`src/rtl/tlk_pkg.sv`:
```
// Shared definitions for the ticket lock arbiter.
// Assumes: nothing beyond IEEE 1800-2017.
package tlk_pkg;
    // Occupancy of a requester slot: no ticket, or a ticket in the queue.
    typedef enum logic {
        SLOT_EMPTY  = 1'b0,
        SLOT_QUEUED = 1'b1
    } slot_phase_e;
endpackage

```
`src/rtl/tlk_dispenser.sv`:
```
// Ticket dispenser: holds the next-ticket counter and gives consecutive
// values to the acquires accepted this cycle, lowest index first.
// Assumes: take_i contains only acquires from slots without a ticket.
module tlk_dispenser #(
    parameter int N_REQ = 4,
    parameter int TKT_W = 3
) (
    input  logic                           clk,
    input  logic                           rst_n,
    input  logic [N_REQ-1:0]               take_i,
    output logic [N_REQ-1:0][TKT_W-1:0]    tkt_o
);
    logic [TKT_W-1:0] next_q;
    logic [TKT_W-1:0] next_d;

    // Walk the requesters in index order and hand out running values.
    always_comb begin
        logic [TKT_W-1:0] run;
        run = next_q;
        for (int i = 0; i < N_REQ; i++) begin
            tkt_o[i] = run;
            if (take_i[i]) begin
                run = run + TKT_W'(1);
            end
        end
        next_d = run;
    end

    // Register the advanced next-ticket counter (wraps by width).
    always_ff @(posedge clk) begin
        if (!rst_n) begin
            next_q <= '0;
        end else begin
            next_q <= next_d;
        end
    end
endmodule

```
`src/rtl/tlk_slot.sv`:
```
// Per-requester slot: stores the ticket, accepts an acquire only when empty,
// raises grant when its ticket equals the serving value, clears on release.
// Assumes: serving_i comes from the shared serving counter.
module tlk_slot #(
    parameter int TKT_W = 3
) (
    input  logic             clk,
    input  logic             rst_n,
    input  logic             acq_i,
    input  logic             rel_i,
    input  logic [TKT_W-1:0] tkt_in_i,
    input  logic [TKT_W-1:0] serving_i,
    output logic             take_o,
    output logic             grant_o,
    output logic             rel_ok_o,
    output logic             rel_bad_o,
    output logic [TKT_W-1:0] tkt_o
);
    import tlk_pkg::*;

    slot_phase_e      phase_q;
    logic [TKT_W-1:0] tkt_q;

    // Decode acquire acceptance, grant and release legality.
    always_comb begin
        take_o    = acq_i && (phase_q == SLOT_EMPTY);
        grant_o   = (phase_q == SLOT_QUEUED) && (tkt_q == serving_i);
        rel_ok_o  = rel_i && grant_o;
        rel_bad_o = rel_i && !grant_o;
    end

    // Hold slot phase and ticket across acquire and release.
    always_ff @(posedge clk) begin
        if (!rst_n) begin
            phase_q <= SLOT_EMPTY;
            tkt_q   <= '0;
        end else if (take_o) begin
            phase_q <= SLOT_QUEUED;
            tkt_q   <= tkt_in_i;
        end else if (rel_ok_o) begin
            phase_q <= SLOT_EMPTY;
        end
    end

    assign tkt_o = tkt_q;
endmodule

```
`src/rtl/tlk_server.sv`:
```
// Serving counter and release error flag. Advances by one on a legal
// release and records any release from a non-holder.
// Assumes: at most one bit of rel_ok_i is set (tickets are unique).
module tlk_server #(
    parameter int N_REQ = 4,
    parameter int TKT_W = 3
) (
    input  logic             clk,
    input  logic             rst_n,
    input  logic [N_REQ-1:0] rel_ok_i,
    input  logic [N_REQ-1:0] rel_bad_i,
    output logic [TKT_W-1:0] serving_o,
    output logic             err_o
);
    logic [TKT_W-1:0] serving_q;
    logic             err_q;

    // Advance serving on a holder release; latch the error flag.
    always_ff @(posedge clk) begin
        if (!rst_n) begin
            serving_q <= '0;
            err_q     <= 1'b0;
        end else begin
            if (|rel_ok_i) begin
                serving_q <= serving_q + TKT_W'(1);
            end
            if (|rel_bad_i) begin
                err_q <= 1'b1;
            end
        end
    end

    assign serving_o = serving_q;
    assign err_o     = err_q;
endmodule

```
`src/rtl/ticket_lock_arb.sv`:
```
// Ticket lock arbiter top: one lock shared by N_REQ requesters, granted in
// strict arrival order through a ticket dispenser and a serving counter.
// Assumes: acq_i and rel_i are synchronous to clk; TKT_W bits can name
// N_REQ distinct outstanding tickets.
module ticket_lock_arb #(
    parameter int N_REQ = 4,
    parameter int TKT_W = $clog2(N_REQ) + 1
) (
    input  logic                     clk,
    input  logic                     rst_n,
    input  logic [N_REQ-1:0]         acq_i,
    input  logic [N_REQ-1:0]         rel_i,
    output logic [N_REQ-1:0]         grant_o,
    output logic [N_REQ*TKT_W-1:0]   ticket_o,
    output logic                     rel_err_o
);
    logic [N_REQ-1:0]             take;
    logic [N_REQ-1:0]             rel_ok;
    logic [N_REQ-1:0]             rel_bad;
    logic [N_REQ-1:0][TKT_W-1:0]  new_tkt;
    logic [TKT_W-1:0]             serving;

    tlk_dispenser #(.N_REQ(N_REQ), .TKT_W(TKT_W)) disp_i (
        .clk    (clk),
        .rst_n  (rst_n),
        .take_i (take),
        .tkt_o  (new_tkt)
    );

    for (genvar g = 0; g < N_REQ; g++) begin : g_slot
        tlk_slot #(.TKT_W(TKT_W)) slot_i (
            .clk       (clk),
            .rst_n     (rst_n),
            .acq_i     (acq_i[g]),
            .rel_i     (rel_i[g]),
            .tkt_in_i  (new_tkt[g]),
            .serving_i (serving),
            .take_o    (take[g]),
            .grant_o   (grant_o[g]),
            .rel_ok_o  (rel_ok[g]),
            .rel_bad_o (rel_bad[g]),
            .tkt_o     (ticket_o[g*TKT_W +: TKT_W])
        );
    end

    tlk_server #(.N_REQ(N_REQ), .TKT_W(TKT_W)) serve_i (
        .clk       (clk),
        .rst_n     (rst_n),
        .rel_ok_i  (rel_ok),
        .rel_bad_i (rel_bad),
        .serving_o (serving),
        .err_o     (rel_err_o)
    );
endmodule

```
`config.mk`:
```
export PLATFORM = sky130hd
export DESIGN_NAME = ticket_lock_arb
export DESIGN_NICKNAME = d
export VERILOG_FILES = /design/src/rtl/tlk_pkg.sv /design/src/rtl/tlk_dispenser.sv /design/src/rtl/tlk_slot.sv /design/src/rtl/tlk_server.sv /design/src/rtl/ticket_lock_arb.sv
export SDC_FILE = /design/constraint.sdc
export NUM_CORES = 1
export LEC_CHECK = 0
export BUFFER_PORTS_ARGS = -buffer_cell sky130_fd_sc_hd__buf_2
export CORE_MARGIN = 3
export CORE_UTILIZATION = 55
export CTS_CLUSTER_DIAMETER = 60
export CTS_CLUSTER_SIZE = 20
export DETAILED_ROUTE_END_ITERATION = 10
export HOLD_SLACK_MARGIN = 0.03
export PLACE_DENSITY = 0.83
export RECOVER_POWER = 50
export SLEW_MARGIN = 20
export SYNTH_ARGS = -nofsm -noshare
export SYNTH_HDL_FRONTEND = slang
export SYNTH_SLANG_ARGS = --single-unit
```
`constraint.sdc`:
```
create_clock -name clk -period 2.85 [get_ports clk]
set_input_delay 0.1425 -clock clk [delete_from_list [all_inputs] [get_ports clk]]
set_output_delay 0.1425 -clock clk [all_outputs]
set_load 0.005 [all_outputs]
```
==> Implementation_results.wiki, run 1 <==
{| class="wikitable"
! Metric !! Value
|-
| Antenna Diode Count || 0
|-
| Largest fanout on the critical path || 8
|-
| Total grt overflow || 0
|-
| Antenna violations before repair || 0
|-
| Pin count of the biggest net entering global routing || 27
|-
| Number of synthesized register bits || 23
|-
| Sum of routed wire length over all layers || roughly 3300 µm
|-
| Routed Antenna Nets || 0
|-
| Arrival time of data at the critical path endpoint || 2.98 ns
|-
| Met2 GRT Util || 0.372
|-
| Final WS setup || approximately 0.13 ns
|-
| Combinational family with the most area after synthesis || simple AND/OR/NAND/NOR gates
|-
| Internal || 695 µW
|-
| Share of power burned in combinational logic || 0.471
|-
| Average instance area after synthesis || around 8.8 µm²
|-
| Global-route wire length before repair || around 5400 µm
|-
| Clock-pin transition on the worst setup and hold timing paths || 0.13 ns
|-
| Number of distinct library cells after synthesis || 45
|-
| Adder-cell share of the synthesized area || 0.0346
|-
| Number of setup violations in the final report || 0
|-
| EDFF count, synth || 0
|-
| Number of hold buffers added after cts || 0
|-
| Source-to-sink clock delay at the later pin of the worst-skew pair || around 0.31 ns
|-
| Number of H-tree levels || 1
|-
| Tcrit/Tclk final || 0.953
|-
| Clock Tree Buf Depth || 2
|-
| Floorplan core area || about 2400 µm²
|-
| Starting density of the core || 0.613
|-
| Hold violation count in the final report || 0
|-
| Drt pass-1 iters || 4
|-
| Simple logic cell fraction of the synthesized area || 0.243
|-
| Vias in the first global route || between 1000 and 1500
|-
| Num CTS Buffers || 3
|-
| Number of filler instances in the final layout || between 150 and 200
|-
| Relative slew slack || 0.581
|-
| Die area || between 3000 and 4000 µm²
|-
| Layout net count || 198
|-
| Sequential Power Share || 0.401
|-
| Post-Synthesis Cells || ~160
|-
| Max-capacitance violation count || 0
|-
| Static Leak || between 0.0007 and 0.0008 µW
|-
| Final instance area || around 1600 µm²
|-
| Fraction of layout cells with a size suffix above 1 || 0.202
|-
| Result of the run || finished clean
|-
| Detail-routed via count per cell || around 5.9
|-
| Gpl congestion || ~0.86
|-
| Die outline width || 57.3 µm
|-
| Hold Path Class || in2reg
|-
| Critical Setup Path Class || reg2reg
|-
| Total routing usage reported by global routing || 0.206
|-
| Dpl ws || around 0.075 ns
|-
| Area taken by multi-input logic gates || roughly 900 µm²
|-
| Global routing usage on met1 || 0.252
|-
| PD cells || around 750 nW/µm²
|-
| Die Span Y || ~57 µm
|-
| Relative area change from synthesis to final layout || 9.43%
|-
| Maximum operating frequency || roughly 370 MHz
|-
| Net Switching || ~480 µW
|-
| Synth Area in Compound Gates || 0.189
|-
| Number of warnings reported in the yosys synthesis log || 0
|-
| Netlist area before placement || around 1400 µm²
|-
| Min cycle time layout || between 2 and 3 ns
|-
| Async S/R FF share, synth || 0
|-
| Main flop type after synthesis || dfxtp_1
|-
| Number of buffers added on ports || 26
|-
| Number of design rule violations left after detail routing || 0
|-
| Final setup skew || 0.00320 ns
|-
| Core utilization of the finished layout || 0.670
|-
| Switching Share || 0.411
|-
| Transition time of the tightest slew-check pin || just over 0.6 ns
|-
| Worst IR drop on VDD || 423 µV
|-
| Avg WL per Cell || ~16 µm
|-
| M3 GR Usage || 0.0226
|-
| Clock power share || 0.128
|-
| Total Power || ~1200 µW
|-
| Sinks on Clock Net || 23
|-
| Crit. End Element || flop
|-
| Final Max Slew Viols || 0
|-
| Share of synthesized area occupied by flip-flops and latches || 0.318
|-
| Xor-xnor portion of the synthesized cell area || 0.106
|-
| Cell chosen for the clock root || clkbuf_4
|-
| CTS tree || yes
|-
| Total setup buffers inserted after CTS || 0
|-
| Site row count || 17
|-
| Mapped Nets || 178
|-
| Half-perimeter wire length of the detailed placement result || ~2500 µm
|-
| Area of all sequential standard cells || 465 µm²
|-
| Placed instance area || ~1500 µm²
|-
| Number of DRC markers in iteration 0 || between 50 and 60
|-
| Mux contribution to synthesized area || 0.0208
|-
| Overall via count from detail_route || between 1000 and 1500
|-
| Gr busiest metal || met2
|-
| Count of pins on the block boundary || 27
|-
| Critical path required time || between 3 and 4 ns
|-
| Critical path startpoint category || flop
|}
-- registers in the layout (all words and copies together) (netlist names) --
register and cells:
g_slot.slot_i.phase_q 4, g_slot.slot_i.tkt_o 12, serve_i.serving_o 3, disp_i.next_q 3, serve_i.err_o 1
-- worst paths after layout --
kind / startpoint / end / cells after the start / slack, ns
worst max-delay path: disp_i.next_q[0] / disp_i.next_q[2] / 12 / 0.13
worst min-delay path: acq_i[3] / g_slot[3].slot_i.phase_q / 3 / 0.12
worst max register to register: disp_i.next_q[0] / disp_i.next_q[2] / 12 / 0.13
worst min register to register: serve_i.err_o / serve_i.err_o / 1 / 0.50
-- layout make-up --
class / count / area share
multi-input combinational: 119 / 0.559
sequential: 23 / 0.294
timing repair buffer: 28 / 0.0862
tap: 28 / 0.0221
inverter: 9 / 0.0213
clock buffer: 3 / 0.0142
clock inverter: 1 / 0.00316
-- synthesized netlist by cell type (all sizes together), types with 5 or more instances --
library cell  count  share of area
dfxtp            23           0.32
nand2            20          0.052
buf              10          0.056
xor2             10          0.061
inv               9          0.023
o21ai             9          0.031
nor2b             8          0.035
a21boi            6          0.031
a21oi             6          0.021
nand2b            5          0.022
xnor2             5          0.030
-- power by group through the flow --
stage               combinational [µW]  clock (µW)  sequential [µW]
CTS                                514         154              466
floorplan                          440           0              442
global route                       621         169              484
detailed placement                 510           0              473
global placement                   478           0              469
finish                             555         151              474
-- through the flow --
stage / TNS, ns / hold slack, ns / cells
floorplan: 0 / 0.281 / 164
global placement: 0 / 0.411 / 207
detailed placement: 0 / 0.449 / 207
CTS: 0 / 0.119 / 211
global route: -0.0188 / 0.127 / 211
finish: 0 / 0.121 / 211
-- cell families after synthesis --
logic type / after synthesis
AO/OA/AOI/OAI: 37
XOR/XNOR: 16
adder cells (fa/ha/maj): 4
buffers and inverters: 22
flip-flops: 23
multiplexers: 3
AND/OR/NAND/NOR: 59
-- worst max-delay path, cell delays in order, from the launching register on --
cell	delay, ns
dfxtp_4	0.40
ha_1	0.32
and3b_1	0.22
a211oi_1	0.39
a211oi_4	0.11
ha_1	0.35
mux2i_4	0.17
inv_1	0.06
ha_1	0.20
nand2_1	0.09
nand4_1	0.10
a22o_1	0.21
nand2_1	0.05
-- per-layer routing --
metal / vias to the layer above / wire length (µm)
li1: 609 / -
met1: 593 / 1320
met2: 42 / 1730
met3: 4 / 189
met4: 0 / 31
met5: - / 0
-- layout by cell type (no fill, tap or decap), drive strengths merged, types with 3 or more instances in the layout --
cell	Yosys	layout
o21ai	9	9
buf	10	21
xor2	10	10
nor4b	3	3
nand2	20	20
inv	9	9
o211a	3	3
clkbuf	3	10
a21boi	6	6
mux2i	3	3
ha	4	4
nand3	4	4
nor2b	8	8
dfxtp	23	23
nand2b	5	5
nor2	4	4
xnor2	5	5
a21oi	6	6
-- repair_timing --
action / 4_1_cts / 5_1_grt
resized for setup: 0 / 7
setup endpoints to repair: 0 / 2
endpoints found under the hold margin: 0 / 0
No activity file was read; power rests on OpenSTA's default activity.
==> run 2, diff against run 1 <==
==> constraint.sdc (replaced) <==
create_clock -name clk -period 3.1 [get_ports clk]
set_input_delay 0.155 -clock clk [delete_from_list [all_inputs] [get_ports clk]]
set_output_delay 0.155 -clock clk [all_outputs]
set_load 0.005 [all_outputs]
==> Implementation_results.wiki, run 2 (synthesis results as in run 1) <==
{| class="wikitable"
! Metric !! Value
|-
| Post-layout instance count excluding filler cells || about 210
|-
| Destination of the worst hold path || g_slot[3].slot_i.phase_q
|-
| Hold violation count in the final report || 0
|-
| Total grt overflow || 0
|-
| Hold Path Class || in2reg
|-
| PD cells || between 600 and 700 nW/µm²
|-
| Overall via count from detail_route || roughly 1200
|-
| Drt pass-1 iters || 4
|-
| Vias in the first global route || approximately 1100
|-
| Sinks on Clock Net || 23
|-
| Number of hold buffers added after cts || 0
|-
| Static Leak || 0.000712 µW
|-
| Maximum operating frequency || 356 MHz
|-
| Die Span Y || 57.3 µm
|-
| Number of DRC markers in iteration 0 || 49
|-
| Critical hold path startpoint || acq_i[3]
|-
| Count of pins on the block boundary || 27
|-
| Number of H-tree levels || 1
|-
| Site row count || 17
|-
| Cell type of the slowest stage on the worst timing path || dfxtp_1
|-
| Crit. End Element || flop
|-
| CTS tree || yes
|-
| Antenna Diode Count || 0
|-
| Most frequent cells in the layout || dfxtp_1 (23), buf_2 (21), nand2_1 (20), xor2_1 (10)
|-
| FF-to-FF setup slack || ~0.29 ns
|-
| Arrival time of data at the critical path endpoint || 3.08 ns
|-
| Setup repair after global routing missed its margin || false
|-
| Cell chosen for the clock root || clkbuf_4
|-
| Resized Gates After CTS || 0
|-
| Source-to-sink clock delay at the later pin of the worst-skew pair || approximately 0.31 ns
|-
| Transition time of the tightest slew-check pin || approximately 0.73 ns
|-
| Routed Antenna Nets || 0
|-
| Hold_ws || between 0.1 and 0.15 ns
|-
| Flip-flop count of the largest register after layout || 12
|-
| Ordered list of cells on the worst path || ha_1 -> or3b_2 -> o31ai_1 -> a211oi_2 -> ha_1 -> mux2i_1 -> inv_1 -> ha_1 -> nand2_1 -> nand4_1 -> a22o_1 -> nand2_1
|-
| Result of the run || finished clean
|-
| Relative slew slack || 0.508
|-
| Starting density of the core || 0.613
|-
| Clock Tree Buf Depth || 2
|-
| Capture instance of the worst register-to-register path || disp_i.next_q[2]
|-
| Die outline width || roughly 57 µm
|-
| Number of buffers added on ports || 26
|-
| Min cycle time layout || roughly 2.8 ns
|-
| Num CTS Buffers || 3
|-
| Total setup buffers inserted after CTS || 0
|-
| Sum of routed wire length over all layers || slightly below 3000 µm
|-
| Final Max Slew Viols || 0
|-
| Clock-pin transition on the worst setup and hold timing paths || 0.13 ns
|-
| Reg-to-reg startpoint || disp_i.next_q[0]
|-
| Critical path required time || approximately 3.4 ns
|-
| Critical Setup Path Class || reg2reg
|-
| FF-to-FF path depth || 12
|-
| Hold Path Depth || 3
|-
| Antenna violations before repair || 0
|-
| Number of setup violations in the final report || 0
|-
| Relative area change from synthesis to final layout || 6.92%
|-
| Total routing usage reported by global routing || 0.193
|-
| Die area || approximately 3300 µm²
|-
| Post-route setup TNS || 0 ns
|-
| Gpl congestion || between 0.9 and 1
|-
| Fraction of layout cells with a size suffix above 1 || 0.180
|-
| Pin count of the biggest net entering global routing || 27
|-
| Global-route wire length before repair || ~5000 µm
|-
| Most used cell, CP || ha_1
|-
| Tcrit/Tclk final || 0.907
|-
| Final setup skew || a little over 0.01 ns
|-
| Largest fanout on the critical path || 8
|-
| Most common cell after layout, fill and taps aside || dfxtp_1
|-
| Buf+Inv Stages, Crit Path || 1
|-
| Critical path startpoint category || flop
|-
| Cell total after placement || 207
|-
| Max-capacitance violation count || 0
|-
| CP max stage delay || roughly 0.50 ns
|-
| Detail-routed via count per cell || ~5.8
|-
| Floorplan core area || ~2400 µm²
|-
| Layout net count || 198
|-
| Half-perimeter wire length of the detailed placement result || about 2300 µm
|-
| CP top delay family || adder cells
|-
| Number of design rule violations left after detail routing || 0
|-
| Worst IR drop on VDD || a little over 500 µV
|-
| Avg WL per Cell || ~14 µm
|}
==> run 2: final cells by class <==
| type | count | area (µm²) |
|---|---|---|
| Clock inverter | 1 | 5.00 |
| Fill cell | 207 | 815 |
| Multi-Input combinational cell | 119 | 851 |
| Timing Repair Buffer | 28 | 139 |
| Tap cell | 28 | 35.0 |
| Inverter | 9 | 33.8 |
| Clock buffer | 3 | 22.5 |
| Sequential cell | 23 | 460 |
==> run 2: metal layers <==
metal / wire length, µm / up-vias / GRT usage
met2: 1400 / 39 / 0.318
met1: 1350 / 565 / 0.255
met5: 0 / - / 0
met4: 44 / 0 / 0.0430
li1: - / 604 / -
met3: 160 / 6 / 0.0498
==> run 2: worst max-delay path by stage <==
stage / start / end / slack, ns / cells after the start
4_1_cts: disp_i.next_q[0] / disp_i.next_q[2] / 0.30 / 12
6_report: disp_i.next_q[0] / disp_i.next_q[2] / 0.29 / 12
2_1_floorplan: disp_i.next_q[0] / disp_i.next_q[2] / 0.55 / 12
3_5_place_dp: disp_i.next_q[0] / disp_i.next_q[2] / 0.34 / 12
3_3_place_gp: disp_i.next_q[0] / disp_i.next_q[2] / 0.47 / 12
5_1_grt: disp_i.next_q[0] / disp_i.next_q[2] / 0.05 / 12
==> run 2: stage by stage <==
| step | instance area, µm² | setup WS, ns | util | power [µW] |
|---|---|---|---|---|
| after global routing | 1550 | 0.0538 | 0.655 | 1110 |
| after CTS | 1560 | 0.304 | 0.661 | 1030 |
| final | 1550 | 0.288 | 0.655 | 1020 |
| after global placement | 1530 | 0.468 | 0.650 | 871 |
| after detailed placement | 1530 | 0.342 | 0.650 | 896 |
| after floorplan | 1450 | 0.546 | - | 811 |
==> run 2: worst min-delay path: stages <==
cell,delay (ns)
buf_2,0.09
o21ai_0,0.08
nor2_1,0.09
==> run 2: where the power goes <==
group,internal [µW],switching (µW)
logic,215,240
registers,351,77.7
clock network,48.2,88.0
total,614,406
==> run 3, diff against run 2 <==
--- a/config.mk
+++ b/config.mk
@@ -6,15 +6,18 @@
 export NUM_CORES = 1
 export LEC_CHECK = 0
 export BUFFER_PORTS_ARGS = -buffer_cell sky130_fd_sc_hd__buf_2
+export CELL_PAD_IN_SITES_DETAIL_PLACEMENT = 1
+export CELL_PAD_IN_SITES_GLOBAL_PLACEMENT = 2
 export CORE_MARGIN = 3
-export CORE_UTILIZATION = 55
+export CORE_UTILIZATION = 34
 export CTS_CLUSTER_DIAMETER = 60
 export CTS_CLUSTER_SIZE = 20
 export DETAILED_ROUTE_END_ITERATION = 10
 export HOLD_SLACK_MARGIN = 0.03
-export PLACE_DENSITY = 0.83
+export PLACE_DENSITY = 0.82
 export RECOVER_POWER = 50
 export SLEW_MARGIN = 20
 export SYNTH_ARGS = -nofsm -noshare
 export SYNTH_HDL_FRONTEND = slang
+export SYNTH_HIERARCHICAL = 1
 export SYNTH_SLANG_ARGS = --single-unit
==> Implementation_results.wiki, run 3 <==
{| class="wikitable"
! Metric !! Value
|-
| Most common cell after layout, fill and taps aside || dfxtp_1
|-
| Most used cell, CP || ha_1
|-
| Commonest cells post-synth || dfxtp_1 (23), nor2b_1 (22), mux2i_1 (14), xor2_1 (13), nand2_1 (8)
|-
| Clock power share || 0.155
|-
| CTS tree || yes
|-
| Sinks on Clock Net || 23
|-
| Post-route setup TNS || 0 ns
|-
| Mapped Nets || between 100 and 150
|-
| Area contributors post-synth || dfxtp_1 (34%), mux2i_1 (10%), nor2b_1 (10%), xor2_1 (8.4%), ha_1 (4.6%)
|-
| Tcrit/Tclk final || 0.923
|-
| Half-perimeter wire length of the detailed placement result || about 2600 µm
|-
| Sequential Power Share || 0.355
|-
| Number of hold buffers added after cts || 0
|-
| Net Switching || slightly above 500 µW
|-
| Number of distinct library cells after synthesis || 24
|-
| Critical path startpoint category || flop
|-
| Internal || 752 µW
|-
| Transition time of the tightest slew-check pin || between 0.6 and 0.7 ns
|-
| Final setup skew || 0.00407 ns
|-
| Antenna Diode Count || 0
|-
| Critical Setup Path Class || reg2reg
|-
| Most frequent cells in the layout || dfxtp_1 (23), nor2b_1 (22), buf_2 (21), mux2i_1 (14), xor2_1 (13)
|-
| Number of synthesized register bits || 23
|-
| Post-Synthesis Cells || 128
|-
| Share of synthesized area occupied by flip-flops and latches || 0.341
|-
| CP max stage delay || between 0.4 and 0.5 ns
|-
| Gpl congestion || a little over 0.7
|-
| Max-capacitance violation count || 0
|-
| Relative slew slack || 0.542
|-
| Static Leak || about 0.00076 µW
|-
| Cell chosen for the clock root || clkbuf_8
|-
| Avg WL per Cell || 16.3 µm
|-
| Antenna violations before repair || 0
|-
| Clock-pin transition on the worst setup and hold timing paths || about 0.09 ns
|-
| Worst IR drop on VDD || roughly 290 µV
|-
| Layout net count || around 170
|-
| Most frequent cell after synthesis || dfxtp_1
|-
| Vias in the first global route || between 1000 and 1500
|-
| Number of buffers added on ports || 26
|-
| Result of the run || finished clean
|-
| Die Span Y || approximately 69 µm
|-
| Main flop type after synthesis || dfxtp_1
|-
| Crit. End Element || flop
|-
| Top-area cell type share of the netlist area || 0.341
|-
| Routed Antenna Nets || 0
|-
| Number of H-tree levels || 1
|-
| Cell type of the slowest stage on the worst timing path || mux2_1
|-
| Overall via count from detail_route || about 1000
|-
| Hold violation count in the final report || 0
|-
| Total routing usage reported by global routing || 0.144
|-
| Fraction of layout cells with a size suffix above 1 || 0.242
|-
| Starting density of the core || 0.361
|-
| EDFF count, synth || 0
|-
| Critical path required time || approximately 3.3 ns
|-
| Global-route wire length before repair || between 5000 and 6000 µm
|-
| Floorplan core area || approximately 3700 µm²
|-
| Resized Gates After CTS || 0
|-
| Netlist area before placement || ~1400 µm²
|-
| Number of design rule violations left after detail routing || 0
|-
| Arrival time of data at the critical path endpoint || 3.03 ns
|-
| Die outline width || between 60 and 70 µm
|-
| Count of pins on the block boundary || 27
|-
| Total setup buffers inserted after CTS || 0
|-
| Number of filler instances in the final layout || between 400 and 500
|-
| Clock Tree Buf Depth || 2
|-
| Final Max Slew Viols || 0
|-
| Number of warnings reported in the yosys synthesis log || 6
|-
| Source-to-sink clock delay at the later pin of the worst-skew pair || roughly 0.27 ns
|-
| Maximum operating frequency || 349 MHz
|-
| Detail-routed via count per cell || around 4.9
|-
| Hold Path Class || in2reg
|-
| Relative area change from synthesis to final layout || 16.8%
|-
| Ordered list of cells on the worst path || nor2b_1 -> mux2_1 -> ha_1 -> mux2i_1 -> inv_1 -> ha_1 -> nand2_1 -> o21ai_0 -> ha_1 -> nand2b_1 -> o211a_1
|-
| Placed instance area || around 1500 µm²
|-
| Cell taking the most area after synthesis || dfxtp_1
|-
| Final instance area || between 1500 and 2000 µm²
|-
| Number of setup violations in the final report || 0
|-
| Largest fanout on the critical path || 4
|-
| Number of DRC markers in iteration 0 || 27
|-
| Average instance area after synthesis || 10.5 µm²
|-
| PD cells || roughly 800 nW/µm²
|-
| Sum of routed wire length over all layers || 3340 µm
|-
| Pin count of the biggest net entering global routing || 24
|-
| Async S/R FF share, synth || 0
|-
| Flip-flop count of the largest register after layout || 12
|-
| Min cycle time layout || approximately 2.9 ns
|-
| Switching Share || 0.404
|-
| Die area || between 4000 and 5000 µm²
|-
| Num CTS Buffers || 3
|-
| Total grt overflow || 0
|-
| Site row count || 22
|-
| Drt pass-1 iters || 4
|-
| Setup repair after global routing missed its margin || false
|-
| Share of power burned in combinational logic || 0.490
|}
==> run 3: cell count changes after synthesis, moves of 6 or more <==
cell	before	now
inv_1	9	2
a21oi_1	6	0
nand2_1	20	8
mux2i_1	3	14
nor2b_1	8	22
==> run 3: kinds of logic (layout without fill, tap and decap cells) <==
kind of cell             Yosys count  in the layout  share of synthesized area
AND/OR/NAND/NOR                   49             49                      0.261
flip-flops                        23             23                      0.341
XOR/XNOR                          22             22                      0.175
multiplexers                      15             15                      0.112
AO/OA/AOI/OAI                      8              8                     0.0436
buffers and inverters              6             35                     0.0204
adder cells (fa/ha/maj)            5              5                     0.0463
==> run 3: worst paths after layout <==
kind | start | to | slack [ns] | cells after the start
max | g_slot[0].slot_i/phase_q | disp_i/next_q[1] | 0.24 | 11
min | acq_i[3] | g_slot[3].slot_i/phase_q | 0.16 | 3
max reg2reg | g_slot[0].slot_i/phase_q | disp_i/next_q[1] | 0.24 | 11
min reg2reg | serve_i/err_o | serve_i/err_o | 0.49 | 1
==> run 3: cell type report <==
cell class / instances / area (µm²) / area share
Multi-Input combinational cell: 99 / 860 / 0.545
Timing Repair Buffer: 29 / 143 / 0.0905
Sequential cell: 23 / 460 / 0.292
Tap cell: 48 / 60.1 / 0.0381
Inverter: 2 / 7.51 / 0.00476
Clock buffer: 3 / 41.3 / 0.0262
Clock inverter: 1 / 5.00 / 0.00317
==> run 3: routing by layer <==
| metal | track usage | wire length [µm] | vias up |
|---|---|---|---|
| met1 | 0.166 | 1420 | 476 |
| met4 | 0.0716 | 108 | 0 |
| met2 | 0.247 | 1700 | 23 |
| met3 | 0.0350 | 106 | 12 |
| met5 | 0 | 0 | - |
| li1 | - | - | 493 |
==> run 3: critical path, delay by kind of cell, from the launching register on <==
family          cells  cell delay, ns
mux                 2            0.66
flops               1            0.34
simple gates        3            0.48
buf+inv             1            0.09
compound gates      2            0.29
fa+ha+maj           3            0.89
==> run 3: metrics by stage <==
stage	setup WS [ns]	utilization	cells	hold WS, ns	total power, µW
floorplan	0.625	-	128	0.272	887
global placement	0.529	0.412	201	0.403	1040
detailed placement	0.328	0.412	201	0.436	1080
CTS	0.240	0.424	205	0.160	1290
global route	0.0872	0.421	205	0.157	1370
finish	0.238	0.421	205	0.156	1260
==> run 3: power by group through the flow <==
stage / sequential [µW] / clock (µW) / combinational, µW
2_1_floorplan: 435 / 0 / 452
3_3_place_gp: 454 / 0 / 584
3_5_place_dp: 457 / 0 / 621
4_1_cts: 450 / 201 / 637
5_1_grt: 460 / 214 / 692
6_report: 448 / 196 / 618
